<file path="src/rtl/pio_timer_pkg.sv">
package pio_timer_pkg;
  localparam int TB_W  = 8;
  localparam int CNT_W = 4;

  typedef enum logic [1:0] {
    PH_IDLE   = 2'd0,
    PH_SETUP  = 2'd1,
    PH_ACTIVE = 2'd2,
    PH_HOLD   = 2'd3
  } phase_e;

  typedef struct packed {
    logic [CNT_W-1:0] setup_m1;
    logic [CNT_W-1:0] active_m1;
    logic [CNT_W-1:0] hold_m1;
  } span_t;

  // active length minus one for each 3-bit code
  function automatic logic [CNT_W-1:0] active_len_m1(input logic [2:0] code);
    case (code)
      3'd0: active_len_m1 = CNT_W'(1);
      3'd1: active_len_m1 = CNT_W'(2);
      3'd2: active_len_m1 = CNT_W'(3);
      3'd3: active_len_m1 = CNT_W'(4);
      3'd4: active_len_m1 = CNT_W'(5);
      3'd5: active_len_m1 = CNT_W'(7);
      3'd6: active_len_m1 = CNT_W'(11);
      default: active_len_m1 = CNT_W'(15);
    endcase
  endfunction

  // hold length minus one for each 3-bit code
  function automatic logic [CNT_W-1:0] hold_len_m1(input logic [2:0] code);
    case (code)
      3'd0: hold_len_m1 = CNT_W'(0);
      3'd1: hold_len_m1 = CNT_W'(1);
      3'd2: hold_len_m1 = CNT_W'(2);
      3'd3: hold_len_m1 = CNT_W'(3);
      3'd4: hold_len_m1 = CNT_W'(4);
      3'd5: hold_len_m1 = CNT_W'(5);
      3'd6: hold_len_m1 = CNT_W'(7);
      default: hold_len_m1 = CNT_W'(11);
    endcase
  endfunction
endpackage

</file>
<file path="src/rtl/pio_timing_decode.sv">
module pio_timing_decode
  import pio_timer_pkg::*;
(
  input  logic [TB_W-1:0] tbyte,
  output span_t           span
);
  localparam int SETUP_LSB = TB_W - 2;

  always_comb begin
    span.setup_m1  = CNT_W'(tbyte[TB_W-1:SETUP_LSB]);
    span.hold_m1   = hold_len_m1(tbyte[5:3]);
    span.active_m1 = active_len_m1(tbyte[2:0]);
  end
endmodule

</file>
<file path="src/rtl/pio_phase_seq.sv">
module pio_phase_seq
  import pio_timer_pkg::*;
(
  input  logic       clk,
  input  logic       rst_n,
  input  logic       start,
  input  logic       start_write,
  input  logic       start_stretch,
  input  span_t      start_span,
  input  span_t      run_span,
  input  logic       iordy,
  output phase_e     phase,
  output logic       cur_write,
  output logic       done
);
  logic [CNT_W-1:0] cnt;
  logic             stretch_q;
  logic             hold_off;

  assign hold_off = stretch_q && !iordy;

  always_ff @(posedge clk or negedge rst_n) begin
    if (!rst_n) begin
      phase     <= PH_IDLE;
      cnt       <= '0;
      cur_write <= 1'b0;
      stretch_q <= 1'b0;
      done      <= 1'b0;
    end else begin
      done <= 1'b0;
      case (phase)
        PH_IDLE: begin
          if (start) begin
            phase     <= PH_SETUP;
            cnt       <= start_span.setup_m1;
            cur_write <= start_write;
            stretch_q <= start_stretch;
          end
        end
        PH_SETUP: begin
          if (cnt == '0) begin
            phase <= PH_ACTIVE;
            cnt   <= run_span.active_m1;
          end else begin
            cnt <= cnt - 1'b1;
          end
        end
        PH_ACTIVE: begin
          if (cnt != '0) begin
            cnt <= cnt - 1'b1;
          end else if (!hold_off) begin
            phase <= PH_HOLD;
            cnt   <= run_span.hold_m1;
          end
        end
        default: begin
          if (cnt == '0) begin
            phase <= PH_IDLE;
            done  <= 1'b1;
          end else begin
            cnt <= cnt - 1'b1;
          end
        end
      endcase
    end
  end

  assert_accept_R1: assert property (@(posedge clk) disable iff (!rst_n)
    (phase == PH_IDLE && start) |=> (phase == PH_SETUP));

  assert_stretch_R6: assert property (@(posedge clk) disable iff (!rst_n)
    (phase == PH_ACTIVE && cnt == '0 && stretch_q && !iordy) |=> (phase == PH_ACTIVE));

  assert_done_pulse_R7: assert property (@(posedge clk) disable iff (!rst_n)
    done |=> !done);

  assert_dir_stable_R8: assert property (@(posedge clk) disable iff (!rst_n)
    (phase != PH_IDLE && $past(phase) != PH_IDLE) |-> $stable(cur_write));
endmodule

</file>
<file path="src/rtl/pio_cycle_timer.sv">
module pio_cycle_timer
  import pio_timer_pkg::*;
(
  input  logic       clk,
  input  logic       rst_n,
  input  logic [7:0] data_timing,
  input  logic [7:0] cmd_timing,
  input  logic       iordy_en,
  input  logic       req_valid,
  output logic       req_ready,
  input  logic       req_write,
  input  logic       req_cmd_port,
  input  logic       iordy,
  output logic       cyc_active,
  output logic       rd_strobe_n,
  output logic       wr_strobe_n,
  output logic       done
);
  localparam int NUM_DEC = 2;

  logic [TB_W-1:0] live_byte;
  logic [TB_W-1:0] held_byte;
  logic [TB_W-1:0] dec_in [NUM_DEC];
  span_t           dec_out [NUM_DEC];
  logic            accept;
  phase_e          phase;
  logic            cur_write;

  assign live_byte = req_cmd_port ? cmd_timing : data_timing;
  assign accept    = req_valid && req_ready;
  assign dec_in[0] = live_byte;
  assign dec_in[1] = held_byte;

  always_ff @(posedge clk or negedge rst_n) begin
    if (!rst_n) held_byte <= '0;
    else if (accept) held_byte <= live_byte;
  end

  // decoder 0 serves the setup load at acceptance, decoder 1 the running cycle
  for (genvar g = 0; g < NUM_DEC; g++) begin : g_dec
    pio_timing_decode u_dec (
      .tbyte (dec_in[g]),
      .span  (dec_out[g])
    );
  end

  pio_phase_seq u_seq (
    .clk           (clk),
    .rst_n         (rst_n),
    .start         (accept),
    .start_write   (req_write),
    .start_stretch (iordy_en),
    .start_span    (dec_out[0]),
    .run_span      (dec_out[1]),
    .iordy         (iordy),
    .phase         (phase),
    .cur_write     (cur_write),
    .done          (done)
  );

  assign req_ready   = (phase == PH_IDLE);
  assign cyc_active  = (phase != PH_IDLE);
  assign rd_strobe_n = !(phase == PH_ACTIVE && !cur_write);
  assign wr_strobe_n = !(phase == PH_ACTIVE && cur_write);

  assert_strobe_excl_R10: assert property (@(posedge clk) disable iff (!rst_n)
    !(!rd_strobe_n && !wr_strobe_n));

  assert_strobe_in_cycle_R10: assert property (@(posedge clk) disable iff (!rst_n)
    (!rd_strobe_n || !wr_strobe_n) |-> cyc_active);

  assert_byte_held_R8: assert property (@(posedge clk) disable iff (!rst_n)
    (cyc_active && $past(cyc_active)) |-> $stable(held_byte));

  assert_busy_no_ready_R1: assert property (@(posedge clk) disable iff (!rst_n)
    cyc_active |-> !req_ready);
endmodule

</file>
<file path="config.mk">
export PLATFORM = sky130hd
export DESIGN_NAME = pio_cycle_timer
export DESIGN_NICKNAME = d
export VERILOG_FILES = /design/src/rtl/pio_timer_pkg.sv /design/src/rtl/pio_timing_decode.sv /design/src/rtl/pio_phase_seq.sv /design/src/rtl/pio_cycle_timer.sv
export SDC_FILE = /design/constraint.sdc
export NUM_CORES = 1
export LEC_CHECK = 0
export ABC_AREA = 1
export BUFFER_PORTS_ARGS = -buffer_cell sky130_fd_sc_hd__buf_2
export CORE_MARGIN = 2
export CORE_UTILIZATION = 47
export CTS_CLUSTER_DIAMETER = 30
export DETAILED_ROUTE_END_ITERATION = 10
export HOLD_SLACK_MARGIN = 0.1
export PLACE_DENSITY = 0.82
export SLEW_MARGIN = 20
export SYNTH_ARGS = -nofsm -noshare
export SYNTH_HDL_FRONTEND = slang
export SYNTH_SLANG_ARGS = --single-unit
</file>
<file path="constraint.sdc">
create_clock -name clk -period 2.82 [get_ports clk]
set_input_delay 0.423 -clock clk [delete_from_list [all_inputs] [get_ports clk]]
set_output_delay 0.423 -clock clk [all_outputs]
set_load 0.01 [all_outputs]
</file>
== Word-level counts from Yosys, hierarchy flattened ==
Index checks and enable logic that the tools add are counted.

* Register bits: 15
* Input bits: 23
* Output and inout port bits: 5
* Logic and storage cells: 63

* $add $sub $neg: 1
* Equal/unequal tests: 20
* Muxes and demuxes: 17
* Reduce and logical (&&, ||, !) cells: 19

{| class="wikitable"
|+ Operators with widths
! operator !! number
|-
| one-hot mux 4 bit (7 select lines) || 2
|-
| 2-to-1 mux 4 bit || 5
|-
| equality test 3 bit (second input constant) || 6
|-
| equality test 3 x 2 -> 1 bit (second input constant) || 4
|-
| one-hot mux 4 bit (3 select lines) || 1
|-
| 2-to-1 mux 2 bit || 5
|-
| 2-to-1 mux 8 bit || 1
|-
| equality test 3 x 1 -> 1 bit (second input constant) || 2
|-
| logical NOT 3 bit || 2
|-
| one-hot mux 2 bit (3 select lines) || 1
|-
| AND reduction 5 bit || 1
|-
| logical AND 1 bit || 4
|-
| logical NOT 1 bit || 4
|-
| logical NOT 4 bit || 1
|-
| inequality test 2 x 1 -> 1 bit (second input constant) || 2
|-
| inequality test 2 bit (second input constant) || 2
|-
| inequality test 4 bit (second input constant) || 1
|-
| nonzero test 4 bit || 1
|-
| subtractor 4 x 1 -> 4 bit (second input constant) || 1
|-
| inequality test 3 bit (second input constant) || 1
|-
| AND reduction 3 bit || 1
|-
| nonzero test 3 bit || 1
|-
| OR reduction 3 bit || 1
|-
| equality test 2 x 1 -> 1 bit (second input constant) || 1
|-
| other kinds (5) || 6
|}

== Depth between registers and ports, before layout ==
Gate-level depths: netlist of run 1.

* Word-level depth: 5
* Gate-level depth with buffers: 10
* Depth with buffers taken out: 10

== Hierarchy ==
A second synthesis of run 1 with hierarchy kept.

* Cell total of the unflattened synthesis: 219
* Area, all modules: 1468.9 sq um

{| class="wikitable"
|+ By module, submodules not included
! module !! times used !! cells each !! area each (sq um) !! sequential area each (sq um)
|-
| pio_phase_seq || 1 || 110 || 752.0 || 225.2
|-
| pio_cycle_timer || 1 || 67 || 514.2 || 200.2
|-
| pio_timing_decode || 2 || 21 || 101.3 || 0.0
|}

== Worst setup path after synthesis of run 1 ==
OpenSTA, ideal clock, no wires.

* Kind: flip-flop to output port
* From: reg u_seq.phase[0]
* To: out rd_strobe_n
* Arrival: 1.062 ns
* Required time: 2.397 ns
* Slack: 1.335 ns
* Cell stages (with the launch flop): 6
* Buffers on the path: 1
* Path through: dfrtp_1 > inv_1 > ha_1 > buf_6 > inv_2 > or2_2

* Cells in the longest elaborated chain, start to end: 3

{| class="wikitable"
|+ Ends and longest elaborated chain
! what !! line !! RTL
|-
| start: declaration || pio_phase_seq.sv:12 || <nowiki>output phase_e phase,</nowiki>
|-
| start signal: assignment || pio_phase_seq.sv:24 || <nowiki>phase <= PH_IDLE;</nowiki>
|-
| start signal: assignment || pio_phase_seq.sv:34 || <nowiki>phase <= PH_SETUP;</nowiki>
|-
| start signal: assignment || pio_phase_seq.sv:42 || <nowiki>phase <= PH_ACTIVE;</nowiki>
|-
| equality test 2 bit || pio_cycle_timer.sv:63 || <nowiki>assign rd_strobe_n = !(phase == PH_ACTIVE && !cur_write);</nowiki>
|-
| logical AND 1 bit || pio_cycle_timer.sv:63 ||
|-
| logical NOT 1 bit || pio_cycle_timer.sv:63 ||
|-
| end: declaration || pio_cycle_timer.sv:15 || <nowiki>output logic rd_strobe_n,</nowiki>
|}

No other way between the ends.

== Final worst setup path of run 1 ==
Same ends and word-level chain as after synthesis.

==> run_results.csv, run 1 <==
group,metric,value,unit
worst_setup_path,path_class,"reg -> out",
die,core.rowCount,16,
pwr,p_leak,0.682,nW
grt,grt_usage,19.5,%
die,initial_utilization,51.0,%
flow_run,drv_cap,0,
clock_tree,cts_setup_buffers,0,
place,portBuffers,27,
final_layout,finalNonFillerCells,204,
final_layout,design_area,1210,sq um
timing,fin_crit_sh,72.7,%
drt,first_iter_violations,28,
die,die_w,50.6,microns
clock_tree,numCtsBuffers,3,
worst_setup_path,crit_family,"flip-flops",
final_layout,final_cell_mix,"nand2_1 (42), buf_2 (27), nor2_1 (23)",
drt,routedWlPerCell,10.9,microns
timing,period_minus_slack,2.05,ns
synthesis,syn_nets,176,
timing,hold_viol_final,0,
place,place_ws,1.09,ns
final_layout,layout_commonest_cell,"nand2_1",
drt,dr.pass1.iters,4,
worst_setup_path,cp_max_fo,9,
final_layout,final_util,60.5,%
timing,rsz0062_at_grt,"no",
clock_tree,h-tree-depth,1,
synthesis,synth_area,1020,sq um
timing,fin_skew,0.0106,ns
final_layout,n_antenna_cell,0,
synthesis,yosys_warnings,0,
die,fp.dieArea,2560,sq um
die,die_h,50.6,microns
final_layout,nNetsFinal,207,
clock_tree,clock_latency,0.29,ns
place,place_area,1170,sq um
clock_tree,clockBufferDepth,2,
worst_setup_path,slowest_delay,0.42,ns
grt,grt_pass1_wl,3.88,mm
place,hpwl,1.83,mm
synthesis,ys_types,22,
timing,setup_tns,0,ns
grt,grt_overflow_total,0,
timing,worst_slack,0.770,ns
synthesis,synth_area_per_cell,6.95,sq um
grt,grt_pass1_vias,916,
timing,setup_violations,0,
timing,drv_slew,0,
clock_tree,ctsRootBufferMaster,"clkbuf_4",
status,outcome,"finished, final reports clean",
pwr,power-per-cell-area,1090,nW/um^2
final_layout,syn_to_final_growth,18.6,%
die,io_pins,28,
drt,ant_nets,0,
worst_setup_path,crit_path_top_delay_cell,"dfrtp_1",
synthesis,yosysSeqAreaShare,36.8,%
place,gp_congestion,0.838,
worst_setup_path,arrival,1.63,ns
timing,worst_slew_pin_slew,0.330,ns
synthesis,synth_cells,147,
synthesis,synth-seq-cells,15,
place,dp.cells,199,
final_layout,drive_gt1_share,25.4,%
worst_setup_path,critPathLaunchType,"flip-flop",
clock_tree,cts.clk_slew.worst_paths,0.10,ns
drt,drt_drc_violations_left,0,
grt,grt_start_max_net_pins,16,
worst_setup_path,path_buf_inv,3,
drt,vias,992,
timing,fmax,488,MHz
pwr,irDropWorstVdd,0.797,mV
die,design.core.area,2000,sq um
grt,antenna_found_initial,0,
drt,wl,2.23,mm
worst_setup_path,cp-end-kind,"output pin",
clock_tree,cts_sinks,15,
clock_tree,cts_tree,"yes",
timing,slew-limit-headroom,78.0,%
drt,viasPerCell,4.86,
worst_setup_path,worstPathRequired,2.40,ns
worst_setup_path,worstPathCellList,"inv_1, ha_1, inv_2, or2_2, buf_2",
worst_hold_path,hold_class,"in -> reg",
[flip-flops by register name, summed over array words and instances, names as in the netlist]
| name | count |
|---|---|
| held_byte | 6 |
| u_seq.cnt | 4 |
| u_seq.cur_write | 1 |
| u_seq.done | 1 |
| u_seq.phase | 2 |
| u_seq.stretch_q | 1 |
[kinds of logic (layout without fill, tap and decap cells)]
kind of cell               Yosys count  count (layout)  synth area share (%)
AOI/OAI and AO/OA                   19              19                  10.3
xor gates and xnor gates             1               1                 0.858
adders and majority gates            6               6                  7.35
buffers and inverters               19              49                  7.84
DFF                                 15              15                  36.8
and+or+nand+nor                     87              87                  36.9
[Yosys cell counts (all sizes together)]
master,n,area (sq um)
o21ai,4,20.0
or2,1,6.26
buf,2,16.3
nor2,24,92.6
nand2,44,175
ha,6,75.1
xor2,1,8.76
a21oi,12,63.8
nand3,16,90.1
o22ai,1,6.26
inv,17,63.8
dfrtp,15,375
o211ai,2,15.0
nand4,2,12.5
[per-layer routing]
metal	GRT usage, %	vias to the layer above	routed length [microns]
met5	0	-	0
met2	36.0	25	1100
li1	-	528	-
met3	2.08	4	99
met4	5.41	0	25
met1	23.7	435	1010
[through the flow]
step / hold slack [ns] / total power [mW]
2_1_floorplan: 0.127 / 1.03
3_3_place_gp: 0.346 / 1.15
3_5_place_dp: 0.349 / 1.19
4_1_cts: 0.342 / 1.32
5_1_grt: 0.339 / 1.45
6_report: 0.337 / 1.31
[power by group]
group	total, mW	switching (mW)	internal [mW]
Sequential	0.408	0.0868	0.321
Clock	0.126	0.0730	0.0526
Combinational	0.781	0.482	0.299
[repair_timing]
action	4_1_cts	5_1_grt
hold endpoints to repair	15	0
gates resized for setup	0	0
hold buffers	1	0
[worst register-to-register path, delay by kind of cell (launching register included)]
| family | cells | cell delay (ns) |
|---|---|---|
| fa+ha+maj | 1 | 0.33 |
| buf+inv | 1 | 0.10 |
| flops | 1 | 0.42 |
| simple gates | 7 | 0.61 |
[area by class of cell]
type	instances	area [sq um]
timing repair buffer	28	145
sequential	15	375
fill	198	791
inverter	17	63.8
clock inverter	1	5.00
clock buffer	3	22.5
multi-input combinational	113	566
tap	27	33.8
[final timing paths]
path	from	endpoint	slack [ns]	cells past startpoint
setup / recovery	u_seq.phase[0]	rd_strobe_n	0.77	5
max in group asynchronous	rst_n	u_seq.stretch_q	2.01	2
min in group asynchronous	rst_n	u_seq.cnt[3]	0.56	2
setup reg to reg	u_seq.phase[0]	u_seq.cnt[1]	1.26	9
hold / removal	req_write	u_seq.cur_write	0.34	3
hold reg to reg	u_seq.cur_write	u_seq.cur_write	0.51	2
(Power assumes the default switching activity.)
==> run 2: changes to the inputs <==
==> constraint.sdc (replaced) <==
create_clock -name clk -period 1.9 [get_ports clk]
set_input_delay 0.285 -clock clk [delete_from_list [all_inputs] [get_ports clk]]
set_output_delay 0.285 -clock clk [all_outputs]
set_load 0.01 [all_outputs]
==> run 2 against run 1 <==
Net effect:
- clock-buffer cell count up 1
- first-iteration DRC count decreased by 25%
- hold slack got worse by 0.15 ns
- wire length grew 0.72%
- non-clock buffer count is the same
- clock skew shrank 0.0046 ns
- critical endpoint unchanged
==> run_results.csv, run 2 (synthesis results as in run 1) <==
group,metric,value,unit
status,outcome,"finished, final reports clean",
final_layout,nNetsFinal,207,
die,die_w,50.6,microns
die,core.rowCount,16,
clock_tree,clock_latency,0.28,ns
clock_tree,cts_setup_buffers,0,
worst_setup_path,critPathLaunchType,"flip-flop",
clock_tree,numCtsBuffers,3,
clock_tree,cts_tree,"yes",
final_layout,max_flop_register,"held_byte",
die,fp.dieArea,2560,sq um
final_layout,top_regs,"held_byte: 6 flops, u_seq.cnt: 4 flops, u_seq.phase: 2 flops",
place,hpwl,1.76,mm
flow_run,drv_cap,0,
final_layout,syn_to_final_growth,19.7,%
clock_tree,cts.clk_slew.worst_paths,0.09,ns
die,die_h,50.6,microns
pwr,p_int,1.02,mW
grt,grt_usage,19.0,%
place,portBuffers,27,
worst_setup_path,path_class,"reg -> out",
timing,hold_viol_final,0,
pwr,p_comb_share,59.5,%
timing,fin_skew,0.00601,ns
timing,fmax,558,MHz
timing,rsz0062_at_grt,"no",
grt,grt_pass1_vias,918,
grt,antenna_found_initial,0,
final_layout,largest_reg_flops,6,
place,place_ws,0.312,ns
drt,vias,1002,
drt,first_iter_violations,21,
worst_setup_path,cp_max_fo,9,
place,gp_congestion,0.859,
grt,grt_start_max_net_pins,16,
pwr,clkPwrFrac,9.4,%
timing,drv_slew,0,
worst_setup_path,worstPathRequired,1.62,ns
final_layout,design_area,1220,sq um
pwr,seqPwrFrac,31.2,%
clock_tree,h-tree-depth,1,
pwr,p_leak,0.679,nW
drt,ant_nets,0,
clock_tree,cts_sinks,15,
timing,setup_tns,0,ns
final_layout,layout_commonest_cell,"nand2_1",
timing,worst_slew_pin_slew,0.347,ns
worst_hold_path,hold_class,"in -> reg",
drt,dr.pass1.iters,4,
drt,routedWlPerCell,11.0,microns
worst_setup_path,cp-end-kind,"output pin",
timing,worst_slack,0.109,ns
pwr,switching_share,48.5,%
final_layout,n_antenna_cell,0,
die,design.core.area,2000,sq um
grt,grt_pass1_wl,3.77,mm
pwr,p_sw,957,uW
place,place_area,1170,sq um
timing,slew-limit-headroom,76.9,%
clock_tree,clockBufferDepth,2,
die,io_pins,28,
timing,period_minus_slack,1.79,ns
clock_tree,ctsRootBufferMaster,"clkbuf_4",
final_layout,drive_gt1_share,25.4,%
die,initial_utilization,51.0,%
drt,wl,2.25,mm
pwr,irDropWorstVdd,0.999,mV
worst_setup_path,arrival,1.51,ns
timing,setup_violations,0,
drt,viasPerCell,4.91,
pwr,power-per-cell-area,1610,nW/um^2
final_layout,final_cell_mix,"nand2_1 (42), buf_2 (27), nor2_1 (23)",
final_layout,final_util,61.1,%
drt,drt_drc_violations_left,0,
timing,fin_crit_sh,94.3,%
grt,grt_overflow_total,0,
==> run 2: cell types whose count changed in the layout (fill, tap and decap cells not counted) <==
cell	delta
clkinv_2	-1
clkbuf_1	+1
ha_1	-1
ha_4	+1
==> run 2: layout make-up <==
type / instances / area, sq um
fill: 193 / 779
sequential: 15 / 375
inverter: 17 / 63.8
multi-input combinational: 113 / 578
clock buffer: 4 / 26.3
timing repair buffer: 28 / 145
tap: 27 / 33.8
==> run 2: worst max-delay path: stages (launching register included) <==
cell	delay [ns]
dfrtp_1	0.42
inv_1	0.14
ha_4	0.20
inv_2	0.06
or2_2	0.27
buf_2	0.14
==> run 2: what timing repair did <==
item                                   in CTS  in global routing
pin swaps                                   0                  0
setup endpoints to repair                   1                  1
gates resized for setup                     1                  1
hold buffers                                1                  0
endpoints found under the hold margin      15                  0
==> run 2: power by group through the flow <==
stage	Sequential, mW	Combinational [mW]	Clock (mW)
after CTS	0.607	1.16	0.188
final	0.615	1.17	0.185
after floorplan	0.583	0.939	0
after global routing	0.636	1.34	0.206
after global placement	0.604	1.11	0
after detailed placement	0.614	1.15	0
==> run 2: final timing paths <==
| kind | start | to | slack [ns] | cells after the start |
|---|---|---|---|---|
| max in group asynchronous | rst_n | held_byte[4] | 1.21 | 2 |
| min | iordy_en | u_seq.stretch_q | 0.19 | 3 |
| min reg2reg | u_seq.stretch_q | u_seq.stretch_q | 0.50 | 2 |
| max | u_seq.phase[0] | rd_strobe_n | 0.11 | 5 |
| min in group asynchronous | rst_n | u_seq.done | 0.43 | 2 |
| max reg2reg | u_seq.phase[0] | held_byte[2] | 0.36 | 6 |
==> run 2: layer usage <==
| layer | routed length (microns) | track usage [%] | part of all wire, % | up-vias |
|---|---|---|---|---|
| li1 | - | - | - | 530 |
| met5 | 0 | 0 | 0 | - |
| met1 | 1000 | 23.2 | 45 | 443 |
| met3 | 85 | 1.79 | 3.8 | 4 |
| met2 | 1130 | 34.6 | 50 | 25 |
| met4 | 29 | 6.76 | 1.3 | 0 |
==> run 2: per-stage QoR <==
stage / std cells / total power, mW / hold WS [ns]
5_1_grt: 204 / 2.18 / 0.190
4_1_cts: 204 / 1.95 / 0.189
2_1_floorplan: 147 / 1.52 / -0.0106
3_3_place_gp: 199 / 1.71 / 0.208
3_5_place_dp: 199 / 1.76 / 0.212
6_report: 204 / 1.97 / 0.190
==> run 3: changes to the inputs <==
==> constraint.sdc (replaced) <==
create_clock -name clk -period 1.9 [get_ports clk]
set_input_delay 0.285 -clock clk [delete_from_list [all_inputs] [get_ports clk]]
set_output_delay 0.285 -clock clk [all_outputs]
set_load 0.005 [all_outputs]
==> run 3 against run 2 <==
Net effect:
- critical path depth is the same
- clock skew shrank 0.0032 ns
- clock-buffer cell count is the same
- utilization is the same
- flip-flop and latch count is the same
- sequential power shrank 0.8%
- worst setup slack lost 0.0055 ns
- largest cell class unchanged
==> run_results.csv, run 3 (synthesis results as in run 1) <==
group,metric,value,unit
status,outcome,"finished, final reports clean",
grt,grt_overflow_total,0,
clock_tree,cts.clk_slew.worst_paths,0.09,ns
worst_setup_path,cp_max_fo,9,
timing,setup_violations,0,
worst_setup_path,crit_start,"u_seq.phase[0]",
worst_setup_path,arrival,1.51,ns
clock_tree,clockBufferDepth,2,
clock_tree,ctsRootBufferMaster,"clkbuf_4",
die,die_w,50.6,microns
drt,drt_drc_violations_left,0,
place,place_area,1170,sq um
clock_tree,numCtsBuffers,3,
pwr,clkPwrFrac,9.6,%
worst_setup_path,critPathCapture,"rd_strobe_n",
timing,fin_skew,0.00283,ns
grt,grt_usage,21.4,%
clock_tree,cts_setup_buffers,0,
flow_run,drv_cap,0,
final_layout,n_antenna_cell,0,
worst_setup_path,reg2reg_setup_slack,0.31,ns
drt,viasPerCell,5.23,
timing,worst_slew_pin_slew,0.333,ns
final_layout,max_flop_register,"held_byte",
grt,grt_pass1_vias,1067,
drt,vias,1067,
worst_setup_path,rr_worst_depth,6,
drt,wl,2.40,mm
grt,grt_pass1_wl,4.26,mm
drt,dr.pass1.iters,4,
final_layout,layout_commonest_cell,"nand2_1",
final_layout,syn_to_final_growth,19.7,%
final_layout,multi_input_area,578,sq um
worst_setup_path,crit_path_top_delay_cell,"dfrtp_1",
clock_tree,clock_latency,0.29,ns
final_layout,fill_cells,183,
final_layout,largest_reg_flops,6,
worst_setup_path,cp-end-kind,"output pin",
pwr,seqPwrFrac,30.5,%
pwr,p_comb_share,59.9,%
pwr,p_sw,980,uW
worst_setup_path,path_class,"reg -> out",
worst_setup_path,worstPathRequired,1.62,ns
final_layout,top_regs,"held_byte: 6 flops, u_seq.cnt: 4 flops, u_seq.phase: 2 flops",
clock_tree,cts_sinks,15,
die,initial_utilization,51.0,%
final_layout,nNetsFinal,207,
timing,period_minus_slack,1.80,ns
die,io_pins,28,
drt,ant_nets,0,
worst_hold_path,hold_class,"in -> reg",
pwr,fin_total_pwr,2.00,mW
die,design.core.area,2000,sq um
timing,hold_viol_final,0,
worst_setup_path,slowest_delay,0.43,ns
timing,rsz0062_at_grt,"no",
final_layout,design_area,1220,sq um
grt,antenna_found_initial,0,
timing,drv_slew,0,
final_layout,drive_gt1_share,25.4,%
grt,grt_start_max_net_pins,16,
timing,slew-limit-headroom,77.8,%
drt,first_iter_violations,43,
pwr,p_int,1.02,mW
clock_tree,cts_tree,"yes",
timing,fmax,557,MHz
place,gp_congestion,0.858,
place,portBuffers,27,
clock_tree,h-tree-depth,1,
place,dp.cells,199,
pwr,power-per-cell-area,1630,nW/um^2
worst_setup_path,regToRegStartpoint,"u_seq.phase[0]",
pwr,irDropWorstVdd,0.999,mV
pwr,switching_share,49.0,%
worst_setup_path,worstReg2RegEnd,"held_byte[2]",
pwr,p_leak,0.679,nW
final_layout,finalNonFillerCells,204,
place,hpwl,1.80,mm
worst_setup_path,worstPathCellList,"inv_1, ha_4, inv_2, or2_2, buf_2",
final_layout,final_cell_mix,"nand2_1 (42), buf_2 (27), nor2_1 (23)",
die,core.rowCount,16,
die,fp.dieArea,2560,sq um
die,die_h,50.6,microns
timing,fin_crit_sh,94.6,%
timing,setup_tns,0,ns
final_layout,seqCellArea,375,sq um
timing,fin_hold_ws,0.194,ns
drt,routedWlPerCell,11.8,microns
worst_setup_path,critPathLaunchType,"flip-flop",
-- run 3: cell counts in the layout (fill, tap and decap cells not counted) --
No cell type changed its count.
-- run 3: how the worst min path moves through the flow --
stage	from	endpoint	slack [ns]	cells after the start
6_report	iordy_en	u_seq.stretch_q	0.19	3
5_1_grt	req_write	u_seq.cur_write	0.22	3
4_1_cts	req_write	u_seq.cur_write	0.19	3
3_5_place_dp	rst_n	u_seq.done	0.21	1
3_3_place_gp	rst_n	u_seq.done	0.21	1
2_1_floorplan	rst_n	held_byte[0]	-0.01	0
-- run 3: repair_timing --
action	in CTS	in global routing
setup endpoints to repair	1	1
hold buffers	1	0
endpoints found under the hold margin	15	0
gates resized for setup	1	1
-- run 3: stage by stage --
| step | setup WS, ns | util [%] |
|---|---|---|
| after floorplan | 0.543 | - |
| after global placement | 0.371 | 58.6 |
| after detailed placement | 0.318 | 58.6 |
| after CTS | 0.0719 | 60.6 |
| after global routing | 0.0482 | 61.1 |
| final | 0.103 | 61.1 |
-- run 3: critical path: cells and delay by family, from the launching register on --
| family | cells | cell delay, ns |
|---|---|---|
| simple gates | 1 | 0.27 |
| fa+ha+maj | 1 | 0.20 |
| flops | 1 | 0.43 |
| buf+inv | 3 | 0.33 |
-- run 3: final cells by class --
cell class              count  share of cell area [%]
multi-input cells         113                    47.3
flip-flops and latches     15                    30.7
repair buffers             28                    11.9
inverters                  17                    5.22
well taps                  27                    2.76
clock buffers               4                    2.15
-- run 3: power by group through the flow --
stage / sequential, mW / combinational [mW] / clock, mW
after detailed placement: 0.611 / 1.15 / 0
after global placement: 0.604 / 1.09 / 0
final: 0.610 / 1.20 / 0.191
after CTS: 0.604 / 1.16 / 0.192
after floorplan: 0.581 / 0.923 / 0
after global routing: 0.631 / 1.37 / 0.201
-- run 3: per-layer routing --
layer,GRT usage (%),wire (microns),up-vias
li1,-,-,527
met1,26.2,1010,482
met2,39.3,1210,54
met3,3.57,164,4
met4,4.05,17,0
met5,0,0,-
